`config.mk`:
```
export PLATFORM = sky130hd
export DESIGN_NAME = vmu_top
export DESIGN_NICKNAME = d
export VERILOG_FILES = /design/src/rtl/vmu_pkg.sv /design/src/rtl/vmu_fifo.sv /design/src/rtl/vmu_agen.sv /design/src/rtl/vmu_rd_xbar.sv /design/src/rtl/vmu_wr_xbar.sv /design/src/rtl/vmu_top.sv
export SDC_FILE = /design/constraint.sdc
export NUM_CORES = 2
export LEC_CHECK = 0
export BUFFER_PORTS_ARGS = -buffer_cell sky130_fd_sc_hd__buf_2
export CAP_MARGIN = 10
export CORE_AREA = 10 10 378 380
export DETAILED_ROUTE_END_ITERATION = 12
export DIE_AREA = 0 0 388 390
export PLACE_DENSITY = 0.67
export SYNTH_ARGS = -nofsm -noshare
export SYNTH_HDL_FRONTEND = slang
export SYNTH_SLANG_ARGS = --single-unit
```
`constraint.sdc`:
```
create_clock -name clk -period 16.4 [get_ports clk]
set_input_delay 3.28 -clock clk [delete_from_list [all_inputs] [get_ports clk]]
set_output_delay 3.28 -clock clk [all_outputs]
set_load 0.005 [all_outputs]
```
`src/rtl/vmu_pkg.sv`:
```
package vmu_pkg;
  localparam int WORD_BITS = 32;
  localparam int BE_BITS   = WORD_BITS / 8;

  typedef enum logic [1:0] {
    AM_UNIT     = 2'd0,
    AM_STRIDE   = 2'd1,
    AM_INDEX    = 2'd2,
    AM_UNIT_ALT = 2'd3
  } amode_e;
endpackage

```
`src/rtl/vmu_fifo.sv`:
```
module vmu_fifo #(
  parameter int WIDTH = 8,
  parameter int DEPTH = 4
) (
  input  logic             clk,
  input  logic             rst,
  input  logic             push,
  input  logic [WIDTH-1:0] din,
  input  logic             pop,
  output logic [WIDTH-1:0] dout,
  output logic             full,
  output logic             empty
);
  localparam int PW = (DEPTH > 1) ? $clog2(DEPTH) : 1;
  localparam int CW = $clog2(DEPTH + 1);

  logic [WIDTH-1:0] ram [DEPTH];
  logic [PW-1:0]    wp, rp;
  logic [CW-1:0]    cnt;

  function automatic logic [PW-1:0] step(input logic [PW-1:0] p);
    return (p == PW'(DEPTH - 1)) ? '0 : p + 1'b1;
  endfunction

  always_ff @(posedge clk) begin
    if (push) ram[wp] <= din;
  end

  always_ff @(posedge clk) begin
    if (rst) begin
      wp  <= '0;
      rp  <= '0;
      cnt <= '0;
    end else begin
      if (push) wp <= step(wp);
      if (pop)  rp <= step(rp);
      cnt <= cnt + CW'(push) - CW'(pop);
    end
  end

  assign dout  = ram[rp];
  assign full  = (cnt == CW'(DEPTH));
  assign empty = (cnt == '0);


  fifo_overflow_chk: assert property (@(posedge clk) disable iff (rst)
    push |-> (!full || pop));

  fifo_underflow_chk: assert property (@(posedge clk) disable iff (rst)
    pop |-> !empty);
endmodule

```
`src/rtl/vmu_agen.sv`:
```
module vmu_agen #(
  parameter int LANES = 4,
  parameter int VLW   = 5,
  parameter int BW    = 3
) (
  input  logic                 clk,
  input  logic                 rst,
  input  logic                 start,
  input  logic [31:0]          base_i,
  input  logic [31:0]          stride_i,
  input  logic [1:0]           mode_i,
  input  logic [VLW-1:0]       vlen_i,
  input  logic                 take,
  input  logic [LANES*32-1:0]  index_i,
  output logic                 more,
  output logic [LANES*32-1:0]  addr_o,
  output logic [LANES-1:0]     mask_o
);
  import vmu_pkg::*;

  logic [31:0]    base_q, stride_q;
  amode_e         mode_q;
  logic [VLW-1:0] vlen_q;
  logic [BW-1:0]  bno_q, nbat_q;

  always_ff @(posedge clk) begin
    if (rst) begin
      base_q   <= '0;
      stride_q <= '0;
      mode_q   <= AM_UNIT;
      vlen_q   <= '0;
      bno_q    <= '0;
      nbat_q   <= '0;
    end else if (start) begin
      base_q   <= base_i;
      stride_q <= stride_i;
      mode_q   <= amode_e'(mode_i);
      vlen_q   <= vlen_i;
      bno_q    <= '0;
      nbat_q   <= BW'((32'(vlen_i) + 32'(LANES) - 32'd1) / 32'(LANES));
    end else if (take) begin
      bno_q    <= bno_q + 1'b1;
    end
  end

  assign more = (bno_q != nbat_q);

  for (genvar k = 0; k < LANES; k++) begin : g_lane
    logic [31:0] elem, off;
    assign elem = 32'(bno_q) * 32'(LANES) + 32'(k);
    always_comb begin
      case (mode_q)
        AM_STRIDE: off = stride_q * elem;
        AM_INDEX:  off = index_i[k*32 +: 32];
        default:   off = elem << 2;
      endcase
    end
    assign addr_o[k*32 +: 32] = base_q + off;
    assign mask_o[k]          = (elem < 32'(vlen_q));
  end
endmodule

```
`src/rtl/vmu_rd_xbar.sv`:
```
module vmu_rd_xbar #(
  parameter int LANES      = 4,
  parameter int LINE_WORDS = 4,
  parameter int LIDX       = 2,
  parameter int WSW        = 2
) (
  input  logic                     clk,
  input  logic                     rst,
  input  logic                     rsp_valid,
  input  logic [LINE_WORDS*32-1:0] line_i,
  input  logic [LIDX-1:0]          lane_i,
  input  logic [WSW-1:0]           wsel_i,
  output logic [LANES-1:0]         rd_valid,
  output logic [LANES*32-1:0]      rd_data
);
  logic [WSW-1:0] ws;
  logic [31:0]    word;

  assign ws   = (LINE_WORDS > 1) ? wsel_i : '0;
  assign word = line_i[32'(ws) * 32 +: 32];

  for (genvar k = 0; k < LANES; k++) begin : g_out
    always_ff @(posedge clk) begin
      if (rst) begin
        rd_valid[k]          <= 1'b0;
        rd_data[k*32 +: 32]  <= '0;
      end else begin
        rd_valid[k] <= rsp_valid && (lane_i == LIDX'(k));
        if (rsp_valid && (lane_i == LIDX'(k))) rd_data[k*32 +: 32] <= word;
      end
    end
  end


  rd_onehot_chk: assert property (@(posedge clk) disable iff (rst)
    $onehot0(rd_valid));

  rd_cause_chk: assert property (@(posedge clk) disable iff (rst)
    (rd_valid != '0) |-> $past(rsp_valid));
endmodule

```
`src/rtl/vmu_wr_xbar.sv`:
```
module vmu_wr_xbar #(
  parameter int LINE_WORDS = 4,
  parameter int WSW        = 2
) (
  input  logic [31:0]              wdata_i,
  input  logic [3:0]               be_i,
  input  logic [WSW-1:0]           wsel_i,
  output logic [LINE_WORDS*32-1:0] line_wdata,
  output logic [LINE_WORDS*4-1:0]  line_be
);
  for (genvar w = 0; w < LINE_WORDS; w++) begin : g_slot
    logic hit;
    assign hit = (LINE_WORDS == 1) || (wsel_i == WSW'(w));
    assign line_wdata[w*32 +: 32] = hit ? wdata_i : '0;
    assign line_be[w*4 +: 4]      = hit ? be_i    : '0;
  end
endmodule

```
`src/rtl/vmu_top.sv`:
```
module vmu_top #(
  parameter int LANES      = 4,
  parameter int MAX_VL     = 16,
  parameter int LINE_WORDS = 4,
  parameter int QDEPTH     = 2,
  parameter int TDEPTH     = 4
) (
  input  logic                              clk,
  input  logic                              rst,
  input  logic                              cmd_valid,
  output logic                              cmd_ready,
  input  logic [31:0]                       cmd_base,
  input  logic [31:0]                       cmd_stride,
  input  logic [1:0]                        cmd_mode,
  input  logic                              cmd_store,
  input  logic [$clog2(MAX_VL+1)-1:0]       cmd_vlen,
  input  logic                              bat_valid,
  output logic                              bat_ready,
  input  logic [LANES*32-1:0]               bat_index,
  input  logic [LANES*32-1:0]               bat_wdata,
  input  logic [LANES*4-1:0]                bat_be,
  output logic                              mem_req_valid,
  input  logic                              mem_req_ready,
  output logic [31:0]                       mem_req_addr,
  output logic                              mem_req_write,
  output logic [LINE_WORDS*32-1:0]          mem_req_wdata,
  output logic [LINE_WORDS*4-1:0]           mem_req_be,
  input  logic                              mem_rsp_valid,
  input  logic [LINE_WORDS*32-1:0]          mem_rsp_line,
  output logic [LANES-1:0]                  rd_valid,
  output logic [LANES*32-1:0]               rd_data,
  output logic                              busy,
  output logic                              done
);
  localparam int VLW  = $clog2(MAX_VL + 1);
  localparam int MAXB = (MAX_VL + LANES - 1) / LANES;
  localparam int BW   = $clog2(MAXB + 1);
  localparam int LIDX = (LANES > 1) ? $clog2(LANES) : 1;
  localparam int WSW  = (LINE_WORDS > 1) ? $clog2(LINE_WORDS) : 1;
  localparam int QW   = LANES * (32 + 32 + 4 + 1);
  localparam int TW   = LIDX + WSW;

  // batch generation
  logic                more;
  logic [LANES*32-1:0] gen_addr;
  logic [LANES-1:0]    gen_mask;
  logic                cmd_take, bat_take;

  assign cmd_ready = !busy;
  assign cmd_take  = cmd_valid && cmd_ready;

  vmu_agen #(.LANES(LANES), .VLW(VLW), .BW(BW)) u_agen (
    .clk(clk), .rst(rst), .start(cmd_take),
    .base_i(cmd_base), .stride_i(cmd_stride), .mode_i(cmd_mode), .vlen_i(cmd_vlen),
    .take(bat_take), .index_i(bat_index),
    .more(more), .addr_o(gen_addr), .mask_o(gen_mask)
  );

  // request queue of whole batches
  logic          q_full, q_empty, q_pop;
  logic [QW-1:0] q_dout;
  logic [LANES*32-1:0] q_addr, q_wdata;
  logic [LANES*4-1:0]  q_be;
  logic [LANES-1:0]    q_mask;

  assign bat_ready = busy && more && !q_full;
  assign bat_take  = bat_valid && bat_ready;

  vmu_fifo #(.WIDTH(QW), .DEPTH(QDEPTH)) u_reqq (
    .clk(clk), .rst(rst), .push(bat_take),
    .din({gen_addr, bat_wdata, bat_be, gen_mask}),
    .pop(q_pop), .dout(q_dout), .full(q_full), .empty(q_empty)
  );
  assign {q_addr, q_wdata, q_be, q_mask} = q_dout;

  // serializer onto the shared cache port
  logic                cur_v, store_q;
  logic [LANES-1:0]    cur_left, left_nx;
  logic [LANES*32-1:0] cur_addr, cur_wdata;
  logic [LANES*4-1:0]  cur_be;
  logic [LIDX-1:0]     sel;
  logic [WSW-1:0]      wsel;
  logic                tag_full, tag_empty, tag_push, req_fire, all_clear;
  logic [TW-1:0]       tag_dout;

  always_comb begin
    sel = '0;
    for (int k = LANES - 1; k >= 0; k--) begin
      if (cur_left[k]) sel = LIDX'(k);
    end
  end

  assign left_nx       = cur_left & ~(LANES'(1) << sel);
  assign mem_req_addr  = cur_addr[32'(sel) * 32 +: 32];
  assign wsel          = WSW'(mem_req_addr[31:2] & 30'(LINE_WORDS - 1));
  assign mem_req_valid = cur_v && (store_q || !tag_full);
  assign mem_req_write = store_q;
  assign req_fire      = mem_req_valid && mem_req_ready;
  assign q_pop         = !cur_v && !q_empty;
  assign tag_push      = req_fire && !store_q;
  assign all_clear     = !more && q_empty && !cur_v && tag_empty;

  vmu_wr_xbar #(.LINE_WORDS(LINE_WORDS), .WSW(WSW)) u_wxbar (
    .wdata_i(cur_wdata[32'(sel) * 32 +: 32]), .be_i(cur_be[32'(sel) * 4 +: 4]),
    .wsel_i(wsel), .line_wdata(mem_req_wdata), .line_be(mem_req_be)
  );

  always_ff @(posedge clk) begin
    if (rst) begin
      busy     <= 1'b0;
      done     <= 1'b0;
      store_q  <= 1'b0;
      cur_v    <= 1'b0;
      cur_left <= '0;
    end else begin
      done <= 1'b0;
      if (cmd_take) begin
        busy    <= 1'b1;
        store_q <= cmd_store;
      end else if (busy && all_clear) begin
        busy <= 1'b0;
        done <= 1'b1;
      end
      if (q_pop) begin
        cur_v    <= 1'b1;
        cur_left <= q_mask;
      end else if (req_fire) begin
        cur_left <= left_nx;
        if (left_nx == '0) cur_v <= 1'b0;
      end
    end
  end

  always_ff @(posedge clk) begin
    if (q_pop) begin
      cur_addr  <= q_addr;
      cur_wdata <= q_wdata;
      cur_be    <= q_be;
    end
  end

  // outstanding load tags and read crossbar
  vmu_fifo #(.WIDTH(TW), .DEPTH(TDEPTH)) u_tagq (
    .clk(clk), .rst(rst), .push(tag_push), .din({sel, wsel}),
    .pop(mem_rsp_valid), .dout(tag_dout), .full(tag_full), .empty(tag_empty)
  );

  vmu_rd_xbar #(.LANES(LANES), .LINE_WORDS(LINE_WORDS), .LIDX(LIDX), .WSW(WSW)) u_rxbar (
    .clk(clk), .rst(rst), .rsp_valid(mem_rsp_valid), .line_i(mem_rsp_line),
    .lane_i(tag_dout[TW-1 -: LIDX]), .wsel_i(tag_dout[WSW-1:0]),
    .rd_valid(rd_valid), .rd_data(rd_data)
  );


  req_hold_chk: assert property (@(posedge clk) disable iff (rst)
    (mem_req_valid && !mem_req_ready) |=>
      (mem_req_valid && $stable(mem_req_addr) && $stable(mem_req_write)));

  no_req_idle_chk: assert property (@(posedge clk) disable iff (rst)
    !busy |-> !mem_req_valid);

  busy_start_chk: assert property (@(posedge clk) disable iff (rst)
    (cmd_valid && cmd_ready) |=> busy);

  done_pulse_chk: assert property (@(posedge clk) disable iff (rst)
    done |=> !done);

  done_idle_chk: assert property (@(posedge clk) disable iff (rst)
    done |-> (!busy && !mem_req_valid));

  rsp_tag_chk: assert property (@(posedge clk) disable iff (rst)
    mem_rsp_valid |-> !tag_empty);
endmodule

```
==> results.sh <==
export IMPL_grt_first_pass_wirelength_mm=275
export IMPL_endpoint_kind="output pin"
export IMPL_min_path_cells=2
export IMPL_synth_seq_cells=1071
export IMPL_power_density_mw_per_mm2=125
export IMPL_cts_resized_gates=0
export IMPL_htreeDepth=3
export IMPL_hold_viol=0
export IMPL_gp_congestion=0.945
export IMPL_clkLatencyLatePin_ps=740
export IMPL_total_power_mw=8.75
export IMPL_syn_nets=6378
export IMPL_viasPerCell=5.49
export IMPL_crit_type="reg -> out"
export IMPL_power_static_leakage_nw=29.9
export IMPL_drive_above_1_share=0.222
export IMPL_maxSlewViolCount=0
export IMPL_pre_cts_ws_ps=8680
export IMPL_ir_drop_v=0.000133
export IMPL_synthArstFlopShare=0
export IMPL_die_x_microns=388
export IMPL_fin_crit_ps=8080
export IMPL_use_met1=0.319
export IMPL_row_count=135
export IMPL_grt_util_all_layers=0.238
export IMPL_vias=43700
export IMPL_overflow=0
export IMPL_hp_class="reg -> reg"
export IMPL_clock_skew_ps=49.7
export IMPL_routedWlPerCell_microns=23.5
export IMPL_critPathMaxFanout=39
export IMPL_drt_initial_drc_count=3878
export IMPL_die_y_microns=390
export IMPL_synth_cells=5330
export IMPL_route_detailed_drc=0
export IMPL_antenna_found_initial=18
export IMPL_cts_tree="built"
export IMPL_startpoint_type="flop"
export IMPL_io_pins=792
export IMPL_fin_nets=7129
export IMPL_fmax_mhz=124
export IMPL_n_fill_cell=11800
export IMPL_rsz0062_at_grt="false"
export IMPL_grt_pass1_vias=44000
export IMPL_ys_seq_area_frac=0.494
export IMPL_synth_flop_cell="edfxtp_1"
export IMPL_drtPass1Iterations=6
export IMPL_hold_path_end="u_rxbar.rd_data[3]"
export IMPL_clock_path_buffers=3
export IMPL_dieArea_sq_mm=0.151
export IMPL_r2r_start="u_agen.bno_q[0]"
export IMPL_fin_ws_ps=8320
export IMPL_wl_mm=188
export IMPL_ff2ff_setup_slack_ps=8620
export IMPL_synth_edf_count=840
export IMPL_status="finished, final reports clean"
export IMPL_portBuffers=791
export IMPL_cts_made_buffers=112
export IMPL_cts_setup_buffers=0
export IMPL_setup_tns_final_ps=0
export IMPL_dpl_hpwl_mm=145
export IMPL_crit_required_ps=13120
export IMPL_switchingPower_mw=2.93
export IMPL_final_antenna_net_count=0
export IMPL_period_share=0.493
export IMPL_hold_buffers=0
export IMPL_clock_sinks=1071
export IMPL_syn_area_sq_mm=0.0604
export IMPL_slew_headroom=0.215
export IMPL_grt_max_degree=161
export IMPL_worstHoldStart="u_rxbar.rd_data[3]"
export IMPL_synth_warnings=0
export IMPL_worstPathArrival_ps=4800
export IMPL_core_area_sq_mm=0.135
export IMPL_seqPwrFrac=0.408
export IMPL_ys_types=77
export IMPL_initial_core_util=0.448
export IMPL_area_growth_pct=16.2
export IMPL_finalSetupViolations=0
export IMPL_worst_slew_pin_slew_ps=1160
export IMPL_swShare=0.335
export IMPL_avgSynthCellArea_sq_um=11.3
export IMPL_synth_area_top_cells="edfxtp_1 (42%), dfxtp_1 (7.7%), fa_1 (7.4%), ha_1 (7.2%), mux2_2 (5.1%)"
export IMPL_cts_root_buf="clkbuf_16"
export IMPL_r2r_end="u_reqq.ram[1][275]"
export IMPL_grt_busiest_layer="met2"
export IMPL_gr_usage_met3=0.0571
export IMPL_maxCapViolCount=0
export IMPL_power_frac_clock=0.295
export IMPL_power_internal_mw=5.82
export IMPL_combinationalPowerShare=0.297
export IMPL_rr_worst_depth=29
export IMPL_synth_top_area_share=0.417
export IMPL_yosys_area_top_type="edfxtp_1"
export IMPL_globalRouteMet2Util=0.381
export IMPL_clk_pin_slew_ps=60
==> Yosys cell counts (25+ instances only) <==
cell	number
nor2_1	238
and3_1	52
xnor2_1	148
a22oi_1	120
o21a_1	33
a21o_1	107
and2_1	152
fa_1	224
a211oi_1	25
ha_1	346
edfxtp_1	840
mux2i_1	73
o21ai_0	208
nand2b_1	26
nor2b_1	39
dfxtp_1	231
inv_1	567
mux2_2	275
nand3_1	48
mux4_2	36
xor2_1	73
nor3_1	30
a21oi_1	388
nand2_1	590
clkbuf_1	191
==> worst max-delay path by stage <==
stage | start | end | slack, ps | cells after the start
after floorplan | bat_valid | u_reqq.ram[0][0] | 580 | 2
after global placement | u_agen.bno_q[0] | u_reqq.ram[0][275] | 8870 | 26
after detailed placement | u_agen.bno_q[0] | u_reqq.ram[0][275] | 8680 | 29
after CTS | cur_left[3] | mem_req_wdata[40] | 8080 | 11
after global routing | cur_left[3] | mem_req_wdata[53] | 8010 | 11
final | cur_left[3] | mem_req_wdata[40] | 8320 | 11
==> power by group through the flow <==
| stage | registers, mW | logic (mW) | clock network (mW) |
|---|---|---|---|
| floorplan | 3.68 | 1.42 | 0 |
| global placement | 3.62 | 2.59 | 0 |
| detailed placement | 3.63 | 2.62 | 0 |
| CTS | 3.57 | 2.63 | 2.64 |
| global route | 3.60 | 2.81 | 2.74 |
| finish | 3.57 | 2.60 | 2.58 |
==> metrics by stage <==
step	util	instances	hold WS, ps	cell area [sq um]
after floorplan	-	5330	436	60400
after global placement	0.492	7747	440	66400
after CTS	0.520	7960	451	70200
final	0.520	7973	454	70200
after global routing	0.520	7964	470	70200
after detailed placement	0.492	7748	443	66400
==> layer usage <==
metal / vias to the layer above / routed length, microns
met5: - / 78
met4: 12 / 6250
met3: 294 / 16100
met2: 1747 / 86600
met1: 21400 / 78700
li1: 20300 / -
==> worst max-delay path, stage by stage (launching register included) <==
cell and delay [ps]:
dfxtp_1 360, nor2b_1 520, nor2_1 150, nor2_4 410
buf_4 420, mux2i_1 250, o21ai_4 240, buf_4 450
nor2b_2 490, buf_4 360, and2_1 170, buf_2 120
==> cell usage in the layout, fill, tap and decap left out, types with 22 or more instances in the layout <==
cell type and instances:
edfxtp_1 840, clkbuf_16 113, xor2_1 73, o21bai_1 23, xnor2_1 148, nor2_1 231, inv_1 565, and2_1 150
a22oi_1 120, nor3_1 30, a21oi_1 388, nand2b_1 26, a31oi_1 24, nor2b_1 35, nand2_1 589, fa_1 224
mux2i_1 73, a211oi_1 25, mux4_2 36, o21a_1 33, buf_2 790, and3_1 52, clkinv_1 22, mux2_2 275
o21ai_0 205, ha_1 344, dfxtp_1 230, nand3_1 48, buf_4 51, a21o_1 107
==> final cells by class <==
type	instances	area, sq um	share of cell area
inverters	568	2140	0.0305
diodes	13	32.5	0.000463
well taps	1781	2230	0.0317
clock buffers	135	2940	0.0419
multi-input cells	3484	27800	0.396
clock inverters	77	836	0.0119
flip-flops and latches	1071	29900	0.425
repair buffers	844	4390	0.0625
==> kinds of logic after synthesis <==
group | after synthesis | share of synthesized area
buffers and inverters | 775 | 0.0481
xor gates and xnor gates | 221 | 0.0320
AOI/OAI and AO/OA | 1064 | 0.109
DFF | 1071 | 0.494
and+or+nand+nor | 1244 | 0.0938
adders and majority gates | 571 | 0.146
muxes | 384 | 0.0767
==> sequential cells by signal, indices dropped and copies added, names as in the netlist, 2 cells and up, named ones only <==
signal / count
u_agen.mode_q: 2
cur_be: 16
u_reqq.cnt: 2
u_agen.base_q: 32
u_tagq.wp: 2
u_tagq.cnt: 3
cur_addr: 128
u_tagq.rp: 2
u_agen.vlen_q: 5
u_agen.bno_q: 3
cur_left: 4
u_agen.stride_q: 32
u_rxbar.rd_data: 128
u_agen.nbat_q: 3
u_rxbar.rd_valid: 4
u_tagq.ram: 16
u_reqq.ram: 552
cur_wdata: 128
No activity file was read; power rests on OpenSTA's default activity.
